### src/rtl/uart_trig_pkg.sv
package uart_trig_pkg;
    localparam int COARSE_W = 2;
    localparam int FINE_W   = 4;
    localparam int THR_W    = COARSE_W + FINE_W;
    localparam int CNT_W    = THR_W + 1;

    typedef logic [THR_W-1:0] thr_t;
    typedef logic [CNT_W-1:0] cnt_t;

    typedef enum logic [1:0] {
        ST_BELOW   = 2'd0,
        ST_MET     = 2'd1,
        ST_BYTE    = 2'd2,
        ST_CFG_BAD = 2'd3
    } req_state_t;
endpackage

### src/rtl/uart_trig_thr.sv
module uart_trig_thr
    import uart_trig_pkg::*;
#(
    parameter bit IS_RX = 1'b0
) (
    input  logic                gran,
    input  logic [COARSE_W-1:0] coarse,
    input  logic [FINE_W-1:0]   fine,
    output thr_t                thr,
    output logic                bad
);
    thr_t table_val;

    // Lookup table differs per direction
    generate
        if (IS_RX) begin : g_rx_table
            always_comb begin
                unique case (coarse)
                    2'd0:    table_val = thr_t'(8);
                    2'd1:    table_val = thr_t'(16);
                    2'd2:    table_val = thr_t'(56);
                    default: table_val = thr_t'(60);
                endcase
            end
        end else begin : g_tx_table
            always_comb begin
                unique case (coarse)
                    2'd0:    table_val = thr_t'(8);
                    2'd1:    table_val = thr_t'(16);
                    2'd2:    table_val = thr_t'(32);
                    default: table_val = thr_t'(56);
                endcase
            end
        end
    endgenerate

    always_comb begin
        bad = 1'b0;
        if (gran) begin
            thr = {fine, coarse};
            bad = (fine == '0) && (coarse == '0);
        end else if (fine != '0) begin
            thr = {fine, {COARSE_W{1'b0}}};
        end else begin
            thr = table_val;
        end
    end
endmodule

### src/rtl/uart_trig_req_fsm.sv
module uart_trig_req_fsm
    import uart_trig_pkg::*;
(
    input  logic clk,
    input  logic rst_n,
    input  logic pulse_mode,
    input  thr_t thr_nxt,
    input  logic bad,
    input  cnt_t cnt,
    output thr_t thr,
    output logic req,
    output logic err
);
    req_state_t state_q, state_d;
    cnt_t       prev_q;
    thr_t       thr_q;

    // Next-state selection
    always_comb begin
        if (bad)
            state_d = ST_CFG_BAD;
        else if (pulse_mode)
            state_d = (cnt > prev_q) ? ST_BYTE : ST_BELOW;
        else if (cnt >= CNT_W'(thr_nxt))
            state_d = ST_MET;
        else
            state_d = ST_BELOW;
    end

    // State register
    always_ff @(posedge clk or negedge rst_n) begin
        if (!rst_n) begin
            state_q <= ST_BELOW;
            prev_q  <= '0;
            thr_q   <= '0;
        end else begin
            state_q <= state_d;
            prev_q  <= cnt;
            thr_q   <= bad ? '0 : thr_nxt;
        end
    end

    // Outputs decoded from state
    always_comb begin
        req = 1'b0;
        err = 1'b0;
        unique case (state_q)
            ST_BELOW:   ;
            ST_MET:     req = 1'b1;
            ST_BYTE:    req = 1'b1;
            ST_CFG_BAD: err = 1'b1;
            default:    ;
        endcase
    end

    assign thr = thr_q;


    lvl_met_chk: assert property (@(posedge clk) disable iff (!rst_n)
        (!pulse_mode && !bad && cnt >= CNT_W'(thr_nxt)) |=> req);


    lvl_below_chk: assert property (@(posedge clk) disable iff (!rst_n)
        (!pulse_mode && !bad && cnt < CNT_W'(thr_nxt)) |=> !req);


    byte_idle_chk: assert property (@(posedge clk) disable iff (!rst_n)
        (pulse_mode && !bad && cnt <= prev_q) |=> !req);


    cfg_err_chk: assert property (@(posedge clk) disable iff (!rst_n)
        bad |=> (err && !req && thr == '0));


    thr_nz_chk: assert property (@(posedge clk) disable iff (!rst_n)
        !bad |=> (thr != '0 && !err));
endmodule

### src/rtl/uart_fifo_trig.sv
module uart_fifo_trig
    import uart_trig_pkg::*;
(
    input  logic                clk,
    input  logic                rst_n,
    input  logic                dma_mode,
    input  logic                tx_gran,
    input  logic [COARSE_W-1:0] tx_coarse,
    input  logic [FINE_W-1:0]   tx_fine,
    input  logic                rx_gran,
    input  logic [COARSE_W-1:0] rx_coarse,
    input  logic [FINE_W-1:0]   rx_fine,
    input  logic [CNT_W-1:0]    tx_free,
    input  logic [CNT_W-1:0]    rx_fill,
    output logic [THR_W-1:0]    tx_thr,
    output logic [THR_W-1:0]    rx_thr,
    output logic                tx_req,
    output logic                rx_req,
    output logic                tx_cfg_err,
    output logic                rx_cfg_err
);
    thr_t tx_thr_nxt, rx_thr_nxt;
    logic tx_bad, rx_bad;

    uart_trig_thr #(.IS_RX(1'b0)) u_tx_thr (
        .gran(tx_gran), .coarse(tx_coarse), .fine(tx_fine),
        .thr(tx_thr_nxt), .bad(tx_bad)
    );

    uart_trig_thr #(.IS_RX(1'b1)) u_rx_thr (
        .gran(rx_gran), .coarse(rx_coarse), .fine(rx_fine),
        .thr(rx_thr_nxt), .bad(rx_bad)
    );

    uart_trig_req_fsm u_tx_fsm (
        .clk(clk), .rst_n(rst_n), .pulse_mode(1'b0),
        .thr_nxt(tx_thr_nxt), .bad(tx_bad), .cnt(tx_free),
        .thr(tx_thr), .req(tx_req), .err(tx_cfg_err)
    );

    uart_trig_req_fsm u_rx_fsm (
        .clk(clk), .rst_n(rst_n), .pulse_mode(dma_mode),
        .thr_nxt(rx_thr_nxt), .bad(rx_bad), .cnt(rx_fill),
        .thr(rx_thr), .req(rx_req), .err(rx_cfg_err)
    );


    err_excl_chk: assert property (@(posedge clk) disable iff (!rst_n)
        !(tx_req && tx_cfg_err) && !(rx_req && rx_cfg_err));
endmodule

### config.mk
export PLATFORM = sky130hd
export DESIGN_NAME = uart_fifo_trig
export DESIGN_NICKNAME = d
export VERILOG_FILES = /design/src/rtl/uart_trig_pkg.sv /design/src/rtl/uart_trig_thr.sv /design/src/rtl/uart_trig_req_fsm.sv /design/src/rtl/uart_fifo_trig.sv
export SDC_FILE = /design/constraint.sdc
export NUM_CORES = 1
export LEC_CHECK = 0
export CAP_MARGIN = 20
export CORE_ASPECT_RATIO = 2
export CORE_MARGIN = 5
export CORE_UTILIZATION = 38
export DETAILED_ROUTE_END_ITERATION = 7
export PLACE_DENSITY_LB_ADDON = 0.1
export SYNTH_ARGS = -nofsm -noshare
export SYNTH_HDL_FRONTEND = slang
export SYNTH_SLANG_ARGS = --single-unit
### constraint.sdc
create_clock -name clk -period 1.63 [get_ports clk]
set_input_delay 0.163 -clock clk [delete_from_list [all_inputs] [get_ports clk]]
set_output_delay 0.163 -clock clk [all_outputs]
set_load 0.02 [all_outputs]
# After elaboration in Yosys (flattened, before gate mapping)

Cells that the tools add are included.

Register bits after elaboration: 23
Input port bits: 31
Output and inout port bits: 16
Logic and storage cells: 48

$lt $le $gt $ge: 3
Equal/unequal tests: 10
Muxes and demuxes: 20
Reduce and logical (&&, ||, !) cells: 10

Operators with widths:

| operator           | count |
|---|---|
| $mux 6             | 6 |
| $pmux 6 s3         | 2 |
| $ge 7x6->1         | 2 |
| $eq 2x2->1 const B | 6 |
| $eq 2x1->1 const B | 4 |
| $logic_not 4->1    | 2 |
| $mux 1             | 8 |
| $mux 2             | 4 |
| $reduce_bool 4->1  | 2 |
| $gt 7x7->1         | 1 |
| $logic_not 2->1    | 2 |
| $reduce_or 2->1    | 2 |
| $logic_and 1x1->1  | 2 |

# Longest topological paths before layout

Depth in word-level cells: 8
Depth in mapped cells: 9
Gate-level depth less buffers: 9

# By module

A second synthesis with hierarchy kept.

Cell total of the unflattened synthesis: 168
Area, all modules: 1750.4 µm²

Modules (own cells, without submodules):

| module                    | times used | cells each | area an instance (µm²) | seq. area each (µm²) |
|---|---|---|---|---|
| uart_trig_req_fsm         | 2          | 68         | 748.2                  | 375.4 |
| uart_trig_thr at u_tx_thr | 1          | 20         | 140.1                  | 0.0 |
| uart_trig_thr at u_rx_thr | 1          | 11         | 110.1                  | 0.0 |
| uart_fifo_trig            | 1          | 1          | 3.8                    | 0.0 |

# Worst setup path before layout

OpenSTA, ideal clock, no wires.

Path kind: input port to flip-flop
From: in rx_fine[1]
To: reg u_rx_fsm.state_q[0]
Setup time: 0.117 ns
Data arrival time: 1.884 ns
Data required time: 1.513 ns
Setup slack: -0.371 ns
Stages on the path: 9
Path through: or4_4 nor2_1 a21o_1 inv_1 ha_1 a21o_1 a211oi_1 o32a_1 nand2_1

Longest elaborated chain between the ends: 7
Elaborated cells on any way between the ends: 10
Those cells by class: 1 x order compare; 6 x mux; 3 x reduce/logical

RTL lines:

| item                    | line                    | RTL |
|---|---|---|
| start, declared         | uart_fifo_trig.sv:12    | `input logic [FINE_W-1:0] rx_fine,` |
| $reduce_bool 4->1       | uart_trig_thr.sv:42     | `end else if (fine != '0) begin` |
| $mux 6                  | uart_trig_thr.sv:42     |  |
| $mux 6                  | uart_trig_thr.sv:39     | `if (gran) begin` |
| $ge 7x6->1              | uart_trig_req_fsm.sv:24 | `else if (cnt >= CNT_W'(thr_nxt))` |
| $mux 1                  | uart_trig_req_fsm.sv:24 |  |
| $mux 2                  | uart_trig_req_fsm.sv:22 | `else if (pulse_mode)` |
| $mux 2 *                | uart_trig_req_fsm.sv:20 | `if (bad)` |
| via u_rx_fsm.state_d[0] | uart_trig_req_fsm.sv:14 | `req_state_t state_q, state_d;` |
| end signal, assigned    | uart_trig_req_fsm.sv:37 | `state_q <= state_d;` |
| end, declared           | uart_trig_req_fsm.sv:14 |  |

Mark *: on every way through the listed nets, which the timed path passes. The rest lies on a longest branch.

# Worst setup path in the final report

From: in rx_fine[0]
To: reg u_rx_fsm.state_q[0]

Same word-level chain as after synthesis.

==> results.md <==
* Setup-failing EPs final at 2
* Critical Path Sink Type: flip-flop
* Port Buffers at 46
* Syn nets at 176
* Critical-path maximum fanout at 4
* DRC violations left at 0
* Row count at 30
* Worst path top cell family by delay: simple AND/OR/NAND/NOR gates
* Post-synth EDFFs at 0
* Initial Util at 38.7%
* Register area share after synthesis at 44.6%
* Final worst path period need at 1.81 ns
* Critical path required time at 1.78 ns
* Chip height at 92.4 um
* RSZ-0062 raised after global routing: true
* Failing checks: negative setup slack
* Inserted Diodes at 0
* Worst vdd ir at 0.698 mV
* Crit path kind: input pin to flip-flop
* Status: finished, violations left
* Sw Share at 27.0%
* Period utilization at 111%
* Root Driver: clkbuf_8
* Largest net degree at the start of global routing at 24
* Top cell type's share of synthesized area at 44.6%
* Setup TNS at -0.185 ns
* Netlist cell types at 27
* CP max-delay cell: or4_4
* Routed Antenna Nets at 0
* Post-synth top area cell: dfrtp_1
* Share of flip-flops with an asynchronous set or reset at 100%
* Syn_area_per_cell at 10.8 um^2
* Synthesized area at 0.00129 mm^2
* Cell Pwr Density at 608 mW/mm^2
* CTS tree: built
* NumNets Final at 257
* Hold crit path type: input pin to flip-flop
* H-tree depth at 1
* Multi-input combinational cell area at 777 um^2
* CP cell instances: buf_6 > or4_4 > nor2_4 > a21o_1 > inv_2 > ha_4 > a21o_1 > a211oi_2 > o32a_1 > nand2_1
* Comb pwr share at 29.1%
* #FFs+latches synth at 23
* Core region area at 0.00334 mm^2
* Area growth, synth to finish at 71.8%
* Finished Core Util at 66.4%
* Power share of the clock group at 25.6%
* Worst path max stage delay at 0.55 ns
* Crit path arrival time at 1.96 ns
* Fill cells at 260
* Layout cells sized above 1 at 33.5%
* CTS max path bufs at 2
* Die area at 0.00473 mm^2
* Register share of total power at 45.4%
* I/O Pins at 47
* Detail Placement HPWL at 2810 um
* Slew HR at 79.9%
* Mapped Cells at 120
* Peak Freq at 0.551 GHz
* Initial antenna violation count at 0
* Number of global-route vias before repair at 1327
* Synth warn at 0
* Worst skew pair latency at 0.25 ns
* Final Hold Fails at 0
* Number of buffers and inverters on the critical path at 2
* Total GRT Usage at 15.4%
* Drt wl/cell at 15.5 um
* Main synth FF type: dfrtp_1
* Clk sinks at 23
* Post-route worst setup slack at -0.184 ns
* Leakage at 1.10 nW
* Startpoint class of the critical path: input pin
* Chip Width at 51.2 um
* Placer Congestion at 0.872
* Register area at 576 um^2
* Vias at 1190
* DRT Wirelength at 3610 um
* Final Max Tran Viols at 0
* 1st-iter DRT viols at 10
* Place WS at -0.888 ns
* CTS buffer count at 3
* Via density at 5.13
* Final hold slack at 0.0220 ns
* Synth top area cells: dfrtp_1, ha_1, inv_1, a21o_1, nand2b_1
* P_sw at 0.364 mW
* Post-Route Skew at 0.00286 ns
* Reg clk slew, reported paths at 0.08 ns
* Maxcap violations at 0
* Initial DRT Pass Iterations at 3
* Critical path's most frequent cell: a21o_1
* Grt total ovfl at 0
* Worst-Margin Slew at 0.302 ns
* Internal power at 0.984 mW
* First-pass GRT wire length at 5540 um
## state kept, by name (all words and copies together) (netlist names)
signal / count
u_rx_fsm.prev_q: 7
u_rx_fsm.thr: 6
u_tx_fsm.thr: 6
u_rx_fsm.state_q: 2
u_tx_fsm.state_q: 2
## what timing repair did
action / 4_1_cts / 5_1_grt
pin swaps: 15 / 11
setup buffers: 12 / 2
setup endpoints to repair: 4 / 3
hold buffers: 0 / 0
gates resized for setup: 61 / 13
## final timing paths
kind	startpoint	end	slack [ns]	cells past startpoint
max in group asynchronous	rst_n	u_rx_fsm.prev_q[4]	1.14	2
min in group asynchronous	rst_n	u_rx_fsm.prev_q[6]	0.26	2
min	tx_fine[0]	u_tx_fsm.thr[2]	0.02	1
min reg2reg	u_rx_fsm.prev_q[6]	u_rx_fsm.state_q[1]	0.78	4
max	rx_fine[0]	u_rx_fsm.state_q[0]	-0.18	10
max reg2reg	u_rx_fsm.prev_q[4]	u_rx_fsm.state_q[1]	0.27	6
## power by group through the flow
stage	Sequential [mW]	Clock [mW]	Combinational (mW)
3_5_place_dp	0.624	0	0.353
3_3_place_gp	0.623	0	0.340
2_1_floorplan	0.642	0	0.124
6_report	0.612	0.345	0.392
5_1_grt	0.615	0.378	0.430
4_1_cts	0.613	0.355	0.372
## kinds of logic after synthesis
family / count (synthesis) / synth area share (%)
flops: 23 / 44.6
fa+ha+maj: 25 / 24.2
simple gates: 30 / 14.1
compound gates: 22 / 11.3
buf+inv: 20 / 5.81
## through the flow
| stage | instances | area [um^2] | total power, mW |
|---|---|---|---|
| 3_5_place_dp | 215 | 1950 | 0.978 |
| 3_3_place_gp | 215 | 1950 | 0.963 |
| 5_1_grt | 232 | 2220 | 1.42 |
| 6_report | 232 | 2220 | 1.35 |
| 2_1_floorplan | 120 | 1320 | 0.765 |
| 4_1_cts | 231 | 2150 | 1.34 |
## synth_stat cells (2+ instances only)
cell type,number
a211oi_1,3
inv_1,19
nand2_1,2
nor2_1,4
dfrtp_1,23
nor2b_1,4
and2_1,4
a21oi_1,4
nand4b_1,2
o21ai_0,6
nand2b_1,5
ha_1,25
a21o_1,5
## final cells by class
| cell class | count | area share (%) |
|---|---|---|
| sequential | 23 | 25.9 |
| tap | 32 | 1.80 |
| timing repair buffer | 77 | 31.9 |
| clock inverter | 1 | 0.226 |
| clock buffer | 3 | 1.86 |
| multi-input combinational | 77 | 35.0 |
| inverter | 19 | 3.21 |
## cell usage in the layout (no fill, tap or decap), drive strengths merged
master         synthesis  final
nor2                   4      4
nand4                  1      1
clkinv                 0      1
inv                   19     19
nand2                  2      2
a2111oi                1      1
dlygate4sd2            0      3
nor2b                  4      4
and2                   4      4
nand4b                 2      2
dfrtp                 23     23
or3                    1      1
clkdlybuf4s15          0      3
o21ai                  6      6
a21oi                  4      4
clkdlybuf4s50          0     33
a31o                   1      1
a211oi                 3      3
and3                   1      1
clkbuf                 1      4
ha                    25     25
nor4                   1      1
or2                    1      1
nor3                   1      1
nand3b                 1      1
nand2b                 5      5
buf                    0     37
or4                    1      1
nand3                  1      1
a21o                   6      6
o32a                   1      1
## per-layer routing
layer | up-vias | GRT usage (%) | share of wire [%]
met5 | - | 0 | 0
met4 | 0 | 7.22 | 4.5
met3 | 12 | 1.93 | 4.2
met2 | 34 | 33.4 | 63
met1 | 572 | 12.0 | 29
li1 | 572 | - | -
Power figures use the tool's default switching activity.
